## src/rtl/rob_pkg.sv

```systemverilog
package rob_pkg;

    typedef enum logic [1:0] {
        OP_ALU    = 2'd0,
        OP_STORE  = 2'd1,
        OP_BRANCH = 2'd2,
        OP_RSVD   = 2'd3
    } op_kind_e;

endpackage

```

## src/rtl/rob_cdb_snoop.sv

```systemverilog
module rob_cdb_snoop
    import rob_pkg::*;
#(
    parameter int TW     = 3,
    parameter int MY_TAG = 0
) (
    input  logic          slot_valid,
    input  op_kind_e      slot_kind,
    input  logic          slot_done,
    input  logic          slot_sd_ok,
    input  logic [TW-1:0] slot_sd_tag,
    input  logic          cdb_valid,
    input  logic [TW-1:0] cdb_tag,
    output logic          hit_result,
    output logic          hit_sdata
);
    // own-tag match fills the result field
    assign hit_result = slot_valid && !slot_done && cdb_valid
                        && (cdb_tag == TW'(MY_TAG));
    // a waiting store grabs its data when the producer tag appears
    assign hit_sdata  = slot_valid && (slot_kind == OP_STORE) && !slot_sd_ok
                        && cdb_valid && (cdb_tag == slot_sd_tag);
endmodule

```

## src/rtl/rob_retire_sel.sv

```systemverilog
module rob_retire_sel
    import rob_pkg::*;
#(
    parameter int AW = 5,
    parameter int XW = 32
) (
    input  logic          head_valid,
    input  op_kind_e      head_kind,
    input  logic          head_done,
    input  logic          head_mispred,
    input  logic          head_sd_ok,
    input  logic [AW-1:0] head_dest,
    input  logic [XW-1:0] head_val,
    input  logic [XW-1:0] head_sdata,
    output logic          retire,
    output logic          rf_we,
    output logic [AW-1:0] rf_idx,
    output logic [XW-1:0] rf_data,
    output logic          mem_we,
    output logic [XW-1:0] mem_addr,
    output logic [XW-1:0] mem_data,
    output logic          flush,
    output logic [XW-1:0] redirect_pc
);
    always_comb begin
        retire      = head_valid && head_done
                      && ((head_kind != OP_STORE) || head_sd_ok);
        rf_we       = retire && (head_kind == OP_ALU);
        mem_we      = retire && (head_kind == OP_STORE);
        flush       = retire && (head_kind == OP_BRANCH) && head_mispred;
        rf_idx      = head_dest;
        rf_data     = head_val;
        mem_addr    = head_val;
        mem_data    = head_sdata;
        redirect_pc = head_val;
    end
endmodule

```

## src/rtl/rob_core.sv

```systemverilog
module rob_core
    import rob_pkg::*;
#(
    parameter int DEPTH = 8,
    parameter int AW    = 5,
    parameter int XW    = 32,
    localparam int TW   = $clog2(DEPTH),
    localparam int CW   = $clog2(DEPTH + 1)
) (
    input  logic          clk,
    input  logic          rst_n,
    input  logic          iss_valid,
    input  logic [1:0]    iss_kind,
    input  logic [AW-1:0] iss_dest,
    input  logic          iss_src_ok,
    input  logic [TW-1:0] iss_src_tag,
    input  logic [XW-1:0] iss_src_val,
    output logic          iss_ready,
    output logic [TW-1:0] iss_tag,
    input  logic          cdb_valid,
    input  logic [TW-1:0] cdb_tag,
    input  logic [XW-1:0] cdb_value,
    input  logic          cdb_mispred,
    output logic          rf_we,
    output logic [AW-1:0] rf_idx,
    output logic [XW-1:0] rf_data,
    output logic          mem_we,
    output logic [XW-1:0] mem_addr,
    output logic [XW-1:0] mem_data,
    output logic          flush,
    output logic [XW-1:0] redirect_pc
);

    typedef struct packed {
        logic          valid;
        op_kind_e      kind;
        logic          done;
        logic          mispred;
        logic [AW-1:0] dest;
        logic [XW-1:0] val;
        logic          sd_ok;
        logic [TW-1:0] sd_tag;
        logic [XW-1:0] sdata;
    } slot_t;

    typedef struct packed {
        slot_t [DEPTH-1:0] slot;
        logic  [TW-1:0]    head;
        logic  [TW-1:0]    tail;
        logic  [CW-1:0]    count;
    } state_t;

    state_t st_d, st_q;

    logic [DEPTH-1:0] hit_res, hit_sd;
    logic             retire;
    logic             issue_fire;
    logic [CW-1:0]    occupancy;

    function automatic logic [TW-1:0] wrap_inc(input logic [TW-1:0] p);
        return (p == TW'(DEPTH - 1)) ? '0 : p + 1'b1;
    endfunction

    for (genvar g = 0; g < DEPTH; g++) begin : g_snoop
        rob_cdb_snoop #(.TW(TW), .MY_TAG(g)) u_snoop (
            .slot_valid (st_q.slot[g].valid),
            .slot_kind  (st_q.slot[g].kind),
            .slot_done  (st_q.slot[g].done),
            .slot_sd_ok (st_q.slot[g].sd_ok),
            .slot_sd_tag(st_q.slot[g].sd_tag),
            .cdb_valid  (cdb_valid),
            .cdb_tag    (cdb_tag),
            .hit_result (hit_res[g]),
            .hit_sdata  (hit_sd[g])
        );
    end

    rob_retire_sel #(.AW(AW), .XW(XW)) u_retire (
        .head_valid  (st_q.slot[st_q.head].valid),
        .head_kind   (st_q.slot[st_q.head].kind),
        .head_done   (st_q.slot[st_q.head].done),
        .head_mispred(st_q.slot[st_q.head].mispred),
        .head_sd_ok  (st_q.slot[st_q.head].sd_ok),
        .head_dest   (st_q.slot[st_q.head].dest),
        .head_val    (st_q.slot[st_q.head].val),
        .head_sdata  (st_q.slot[st_q.head].sdata),
        .retire      (retire),
        .rf_we       (rf_we),
        .rf_idx      (rf_idx),
        .rf_data     (rf_data),
        .mem_we      (mem_we),
        .mem_addr    (mem_addr),
        .mem_data    (mem_data),
        .flush       (flush),
        .redirect_pc (redirect_pc)
    );

    assign iss_ready  = (st_q.count != CW'(DEPTH)) && !flush;
    assign iss_tag    = st_q.tail;
    assign issue_fire = iss_valid && iss_ready;
    assign occupancy  = st_q.count;

    always_comb begin
        st_d = st_q;

        // result bus capture
        for (int i = 0; i < DEPTH; i++) begin
            if (hit_res[i]) begin
                st_d.slot[i].done    = 1'b1;
                st_d.slot[i].val     = cdb_value;
                st_d.slot[i].mispred = cdb_mispred;
            end
            if (hit_sd[i]) begin
                st_d.slot[i].sd_ok = 1'b1;
                st_d.slot[i].sdata = cdb_value;
            end
        end

        // retirement of the oldest slot
        if (flush) begin
            for (int i = 0; i < DEPTH; i++) begin
                st_d.slot[i].valid = 1'b0;
            end
            st_d.head  = '0;
            st_d.tail  = '0;
            st_d.count = '0;
        end else begin
            if (retire) begin
                st_d.slot[st_q.head].valid = 1'b0;
                st_d.head = wrap_inc(st_q.head);
            end
            // allocation at the tail
            if (issue_fire) begin
                st_d.slot[st_q.tail].valid   = 1'b1;
                st_d.slot[st_q.tail].kind    = op_kind_e'(iss_kind);
                st_d.slot[st_q.tail].done    = 1'b0;
                st_d.slot[st_q.tail].mispred = 1'b0;
                st_d.slot[st_q.tail].dest    = iss_dest;
                st_d.slot[st_q.tail].val     = '0;
                st_d.slot[st_q.tail].sd_tag  = iss_src_tag;
                if (op_kind_e'(iss_kind) != OP_STORE) begin
                    st_d.slot[st_q.tail].sd_ok = 1'b1;
                    st_d.slot[st_q.tail].sdata = '0;
                end else if (iss_src_ok) begin
                    st_d.slot[st_q.tail].sd_ok = 1'b1;
                    st_d.slot[st_q.tail].sdata = iss_src_val;
                end else if (cdb_valid && cdb_tag == iss_src_tag) begin
                    st_d.slot[st_q.tail].sd_ok = 1'b1;
                    st_d.slot[st_q.tail].sdata = cdb_value;
                end else begin
                    st_d.slot[st_q.tail].sd_ok = 1'b0;
                    st_d.slot[st_q.tail].sdata = '0;
                end
                st_d.tail = wrap_inc(st_q.tail);
            end
            st_d.count = st_q.count + CW'(issue_fire) - CW'(retire);
        end
    end

    always_ff @(posedge clk or negedge rst_n) begin
        if (!rst_n) begin
            st_q <= '0;
        end else begin
            st_q <= st_d;
        end
    end

endmodule

```

## config.mk

```make
export PLATFORM = sky130hd
export DESIGN_NAME = rob_core
export DESIGN_NICKNAME = d
export VERILOG_FILES = /design/src/rtl/rob_pkg.sv /design/src/rtl/rob_cdb_snoop.sv /design/src/rtl/rob_retire_sel.sv /design/src/rtl/rob_core.sv
export SDC_FILE = /design/constraint.sdc
export NUM_CORES = 2
export LEC_CHECK = 0
export BUFFER_PORTS_ARGS = -buffer_cell sky130_fd_sc_hd__buf_2
export CELL_PAD_IN_SITES_DETAIL_PLACEMENT = 1
export CELL_PAD_IN_SITES_GLOBAL_PLACEMENT = 1
export CORE_UTILIZATION = 44
export CTS_CLUSTER_DIAMETER = 200
export DETAILED_ROUTE_END_ITERATION = 16
export HOLD_SLACK_MARGIN = 0.08
export PLACE_DENSITY = 0.84
export RECOVER_POWER = 25
export SLEW_MARGIN = 0
export SYNTH_ARGS = -nofsm -noshare
export SYNTH_HDL_FRONTEND = slang
export SYNTH_SLANG_ARGS = --single-unit
export TNS_END_PERCENT = 10
```

## constraint.sdc

```tcl
create_clock -name clk -period 3.05 [get_ports clk]
set_input_delay 0 -clock clk [delete_from_list [all_inputs] [get_ports clk]]
set_output_delay 0 -clock clk [all_outputs]
set_load 0.01 [all_outputs]
```

* After elaboration in Yosys (flattened, before gate mapping) *
Index checks and enable logic that the tools add are counted.

cells by class
  mux-type cells = 94
  magnitude comparators = 4
  equal/unequal tests = 31
  $add $sub $neg = 4
  reductions and logical operators = 89

operator list
  cell                number
  $bwmux 624          14
  $mux 624            4
  $demux 78 s3        10
  $mux 627            2
  $mux 75             9
  $mux 32             17
  $bmux 78 s3         1
  $mux 78             3
  $mux 77             1
  $mux 74             1
  $mux 73             1
  $mux 68             1
  $logic_and 1x1->1   67
  $mux 36             1
  $mux 35             1
  $eq 3x3->1          9
  $eq 2x1->1 const B  9
  $eq 3x3->1 const B  6
  $logic_not 1->1     17
  $mux 1              16
  $mux 2              8
  $mux 10             1
  $mux 3              3
  $lt 3x4->1 const B  2
  13 further kinds    18

storage, ports and cells
  output and inout port bits = 140
  register bits after elaboration = 634

* Logic depth before layout (Yosys ltp) *
  depth after elaboration = 23
  depth in mapped cells = 16
  gate-level depth less buffers = 12

* By module *
Synthesis repeated with hierarchy kept, for this count alone.

unflattened totals
  cells, all modules = 2761
  area, all modules = 33826.2 um^2

modules (own cells, without submodules)
  module                                   instances  area each (um^2)  cells an instance
  rob_core                                 1          32298.5           2554
  rob_retire_sel                           1          1039.7            140
  rob_cdb_snoop at g_snoop[1].u_snoop ...  2          63.8              8
  rob_cdb_snoop at g_snoop[3].u_snoop ...  2          56.3              9
  rob_cdb_snoop at g_snoop[5].u_snoop      1          65.1              8
  rob_cdb_snoop at g_snoop[4].u_snoop      1          62.6              8
  rob_cdb_snoop at g_snoop[0].u_snoop      1          61.3              8
  rob_cdb_snoop at g_snoop[7].u_snoop      1          58.8              9

* Worst setup path before layout *
No wires, ideal clock.

  path type = flip-flop to flip-flop
  start point = reg st_q[9] in the netlist's numbering
  end point = reg st_q, in the netlist occupancy[2]
  setup time = 0.136 ns
  data required time = 2.914 ns
  stages on the path, launching flop included = 14
  slack = -0.174 ns
  data arrival time = 3.088 ns
  cell sequence = dfrtp_1 buf_4 buf_6 or3b_2 a21oi_1 o2111ai_1 o21ai_1 inv_1 ha_1 inv_1 ha_1 fa_1 xnor2_1 nor2_1

RTL lines
  element                   line             text
  start: declaration        rob_core.sv:53   state_t st_d, st_q;
  start signal: assignment  rob_core.sv:164  st_q <= st_d;

==> run_results.csv <==
group,metric,value,unit
run_status,status,"complete, but fails checks",
run_status,violations,"capacitance limit, slew limit, setup timing",
sta,tns,-0.813,ns
synth,synth-edff-count,0,
critical_path,critPathBufInv,3,
critical_path,arrival,3.74,ns
power_and_ir_drop,powerDensity,1040,mW/mm^2
power_and_ir_drop,switching_share,41.1,%
synth,synth-async-reset-ratio,100,%
sta,finalWorstSetupSlack,-0.185,ns
synth,syn_area,0.0317,sq mm
finish,multi_input_area,0.0140,sq mm
critical_path,cpLargestDelayFamily,"compound AO/OA/AOI/OAI gates",
floorplan,die_x,270,microns
clocking,htreeDepth,3,
global_routing,grt_pass1_wl,204000,microns
global_routing,grt.total_usage,36.9,%
critical_path,crit_type,"flop to flop",
sta,grt_setup_unrepaired,"true",
floorplan,core,0.0714,sq mm
place,gp_congestion,0.896,
floorplan,num_rows,98,
place,placed_area,0.0340,sq mm
critical_path,crit_top_cell,"ha_1",
route,first_pass_iters,8,
power_and_ir_drop,switchingPower,15.9,mW
finish,final_core_utilization,52.2,%
place,dp_hpwl,72100,microns
floorplan,die_y,270,microns
route,drt-initial-drc-count,3959,
critical_path,cp_max_fo,10,
sta,setup_viol_count_final,24,
finish,postLayoutCellArea,0.0372,sq mm
synth,syn_inst,3126,
finish,drive_above_1_share,21.3,%
route,route.vias.total,29814,
critical_path,required,3.56,ns
power_and_ir_drop,p_seq_share,37.9,%
sta,timing.fmax,309,MHz
power_and_ir_drop,combPwrFrac,39.0,%
floorplan,initial_core_util,44.4,%
global_routing,grt_max_degree,78,
sta,hold_viol_final,0,
clocking,cts.reportedPaths.clkPinSlew,0.07,ns
hold_path,hp-class,"input port to flop",
critical_path,path_cells,"buf_4 -> and3b_1 -> o21ai_1 -> o2111ai_4 -> o21ai_2 -> inv_2 -> ha_1 -> inv_1 -> ha_1 -> a21o_1 -> a21oi_2 -> xor2_1 -> nor2_2",
global_routing,grt_overflow,0,
power_and_ir_drop,p_int,22.8,mW
synth,ys_seq_area_share,50.1,%
sta,relSlewSlack,-12.2,%
power_and_ir_drop,leakage,15.3,nW
job,maxCapViolations,4,
synth,synth-seq-cells,634,
sta,fin_skew,0.0654,ns
sta,period_needed,3.24,ns
global_routing,grt_antenna_before_repair,7,
route,detail_route.wl_per_cell,32.7,microns
place,io_buffers,222,
route,viasPerCell,7.01,
power_and_ir_drop,vdd_ir_drop_max,0.000662,V
clocking,cts_inserted_buffers,71,
route,postRouteAntennaNets,0,
power_and_ir_drop,clockPowerShare,23.1,%
clocking,clockBufferDepth,3,
floorplan,num_io_pins,223,
clocking,clk_latency,0.67,ns
synth,avgSynthCellArea,10.1,sq um
critical_path,endpoint_kind,"flop",
power_and_ir_drop,power.total,38.7,mW
global_routing,grt_pass1_vias,31921,
finish,final-seq-area,0.0159,sq mm
sta,final.period_utilization,106,%
synth,yosysWarnings,0,
floorplan,dieArea,0.0731,sq mm
sta,slew_viol_final,191,
sta,worst_pin_slew,1.68,ns
critical_path,cpPeakStageDelay,0.46,ns
finish,areaGrowthSynthToFinish,17.5,%
route,finalWirelength,139000,microns
clocking,root_buffer,"clkbuf_16",
critical_path,critPathLaunchType,"flop",
synth,synth_nets,3219,
critical_path,crit_slowest_cell,"dfrtp_2",
route,drc,0,
synth,synth_flop_cell,"dfrtp_1",
clocking,cts_tree,"built",
finish,fill_cells,7695,
synth,synth_cell_types,56,
clocking,cts.sinks,634,
finish,nets,3337,
layout by cell type (no fill, tap or decap), types with 5 or more instances in the layout:
cell / count
nor2_1: 34
a21oi_1: 208
nand4_1: 71
ha_1: 8
inv_1: 8
dlygate4sd3_1: 77
buf_4: 63
clkbuf_8: 22
nand3_1: 19
nand2_2: 5
dfrtp_1: 632
a21oi_2: 62
nor4_4: 8
clkbuf_16: 72
xnor2_1: 28
clkinv_2: 7
nand2b_1: 7
buf_12: 66
and3b_4: 5
mux2i_1: 269
a22oi_1: 278
nor2b_1: 9
nand2_1: 602
mux4_2: 6
mux2_4: 20
o21ai_0: 9
a22o_1: 32
mux2_2: 62
buf_2: 221
clkbuf_2: 5
and3_4: 6
o22ai_2: 7
o22ai_1: 249
clkbuf_1: 22
worst min-delay path, delay by kind of cell:
kind                   cells  cell delay (ns)
buffers and inverters      2             0.75
and+or+nand+nor            1             0.09
AOI/OAI and AO/OA          1             0.05
cells in the mapped netlist (28+ instances only):
| cell | number | area, sq um |
|---|---|---|
| nor2_1 | 36 | 135 |
| mux2i_1 | 270 | 2700 |
| buf_6 | 34 | 383 |
| dfrtp_1 | 634 | 15900 |
| nand4_1 | 71 | 444 |
| buf_4 | 76 | 571 |
| a21oi_1 | 211 | 1060 |
| clkbuf_1 | 221 | 830 |
| xnor2_1 | 28 | 245 |
| buf_2 | 50 | 250 |
| a22o_1 | 32 | 280 |
| nand2_1 | 608 | 2280 |
| a22oi_1 | 278 | 2090 |
| mux2_2 | 62 | 698 |
| a21oi_2 | 60 | 526 |
| o22ai_1 | 250 | 1560 |
path summary, 6_finish.rpt:
kind	start	end	slack [ns]	cells after the start
min reg2reg	st_q[394]	st_q[394]	0.52	1
max in group asynchronous	rst_n	st_q[202]	0.30	3
max	st_q[9]	occupancy[3]	-0.19	13
min	cdb_mispred	st_q[161]	0.28	4
min in group asynchronous	rst_n	st_q[561]	1.07	3
max reg2reg	st_q[9]	occupancy[3]	-0.19	13
state kept, by name, summed over array words and instances, names as in the netlist:
register and count:
iss_tag 3, occupancy 4, st_q 627
power by group through the flow:
stage | sequential, mW | combinational [mW] | clock (mW)
3_5_place_dp | 14.4 | 13.7 | 0
3_3_place_gp | 14.1 | 13.1 | 0
6_report | 14.7 | 15.1 | 8.96
2_1_floorplan | 13.5 | 9.25 | 0
5_1_grt | 14.9 | 15.7 | 9.25
4_1_cts | 14.4 | 14.2 | 8.83
cell families (layout without fill, tap and decap cells):
| kind of cell | Yosys count | count (layout) | synth area share [%] |
|---|---|---|---|
| AO/OA/AOI/OAI | 863 | 863 | 18.3 |
| adder cells (fa/ha/maj) | 10 | 10 | 0.419 |
| AND/OR/NAND/NOR | 819 | 821 | 11.5 |
| buffers and inverters | 411 | 582 | 6.77 |
| XOR/XNOR | 29 | 29 | 0.801 |
| other | 0 | 2 | 0 |
| flip-flops | 634 | 634 | 50.1 |
| multiplexers | 360 | 360 | 12.2 |
per-layer routing:
metal | GRT usage (%) | vias up | wire (microns)
met3 | 8.85 | 841 | 15600
met2 | 57.3 | 2523 | 63400
met1 | 44.7 | 15031 | 50100
met4 | 26.9 | 6 | 10100
met5 | 0 | - | 26
li1 | - | 11413 | -
what timing repair did:
action,CTS,global route
setup endpoints to repair,34,60
gates cloned,0,2
resized for setup,7,17
endpoints found under the hold margin,1189,0
hold buffers,78,0
pin swaps,0,4
buffers inserted,2,3
cell type report:
class / instances / share of cell area, %
multi-input cells: 2083 / 37.6
repair buffers: 444 / 10.2
clock inverters: 19 / 0.528
diodes: 2 / 0.0134
well taps: 950 / 3.19
flip-flops and latches: 634 / 42.6
clock buffers: 109 / 5.81
inverters: 10 / 0.101
metrics by stage:
stage,worst slack [ns],instances,hold WS [ns]
after floorplan,0.0548,3126,-0.296
after global placement,0.107,4036,0.0281
after detailed placement,0.0375,4036,0.0253
after CTS,0.00154,4244,0.101
after global routing,-0.242,4250,0.311
final,-0.185,4251,0.284
Power figures use the tool's default switching activity.
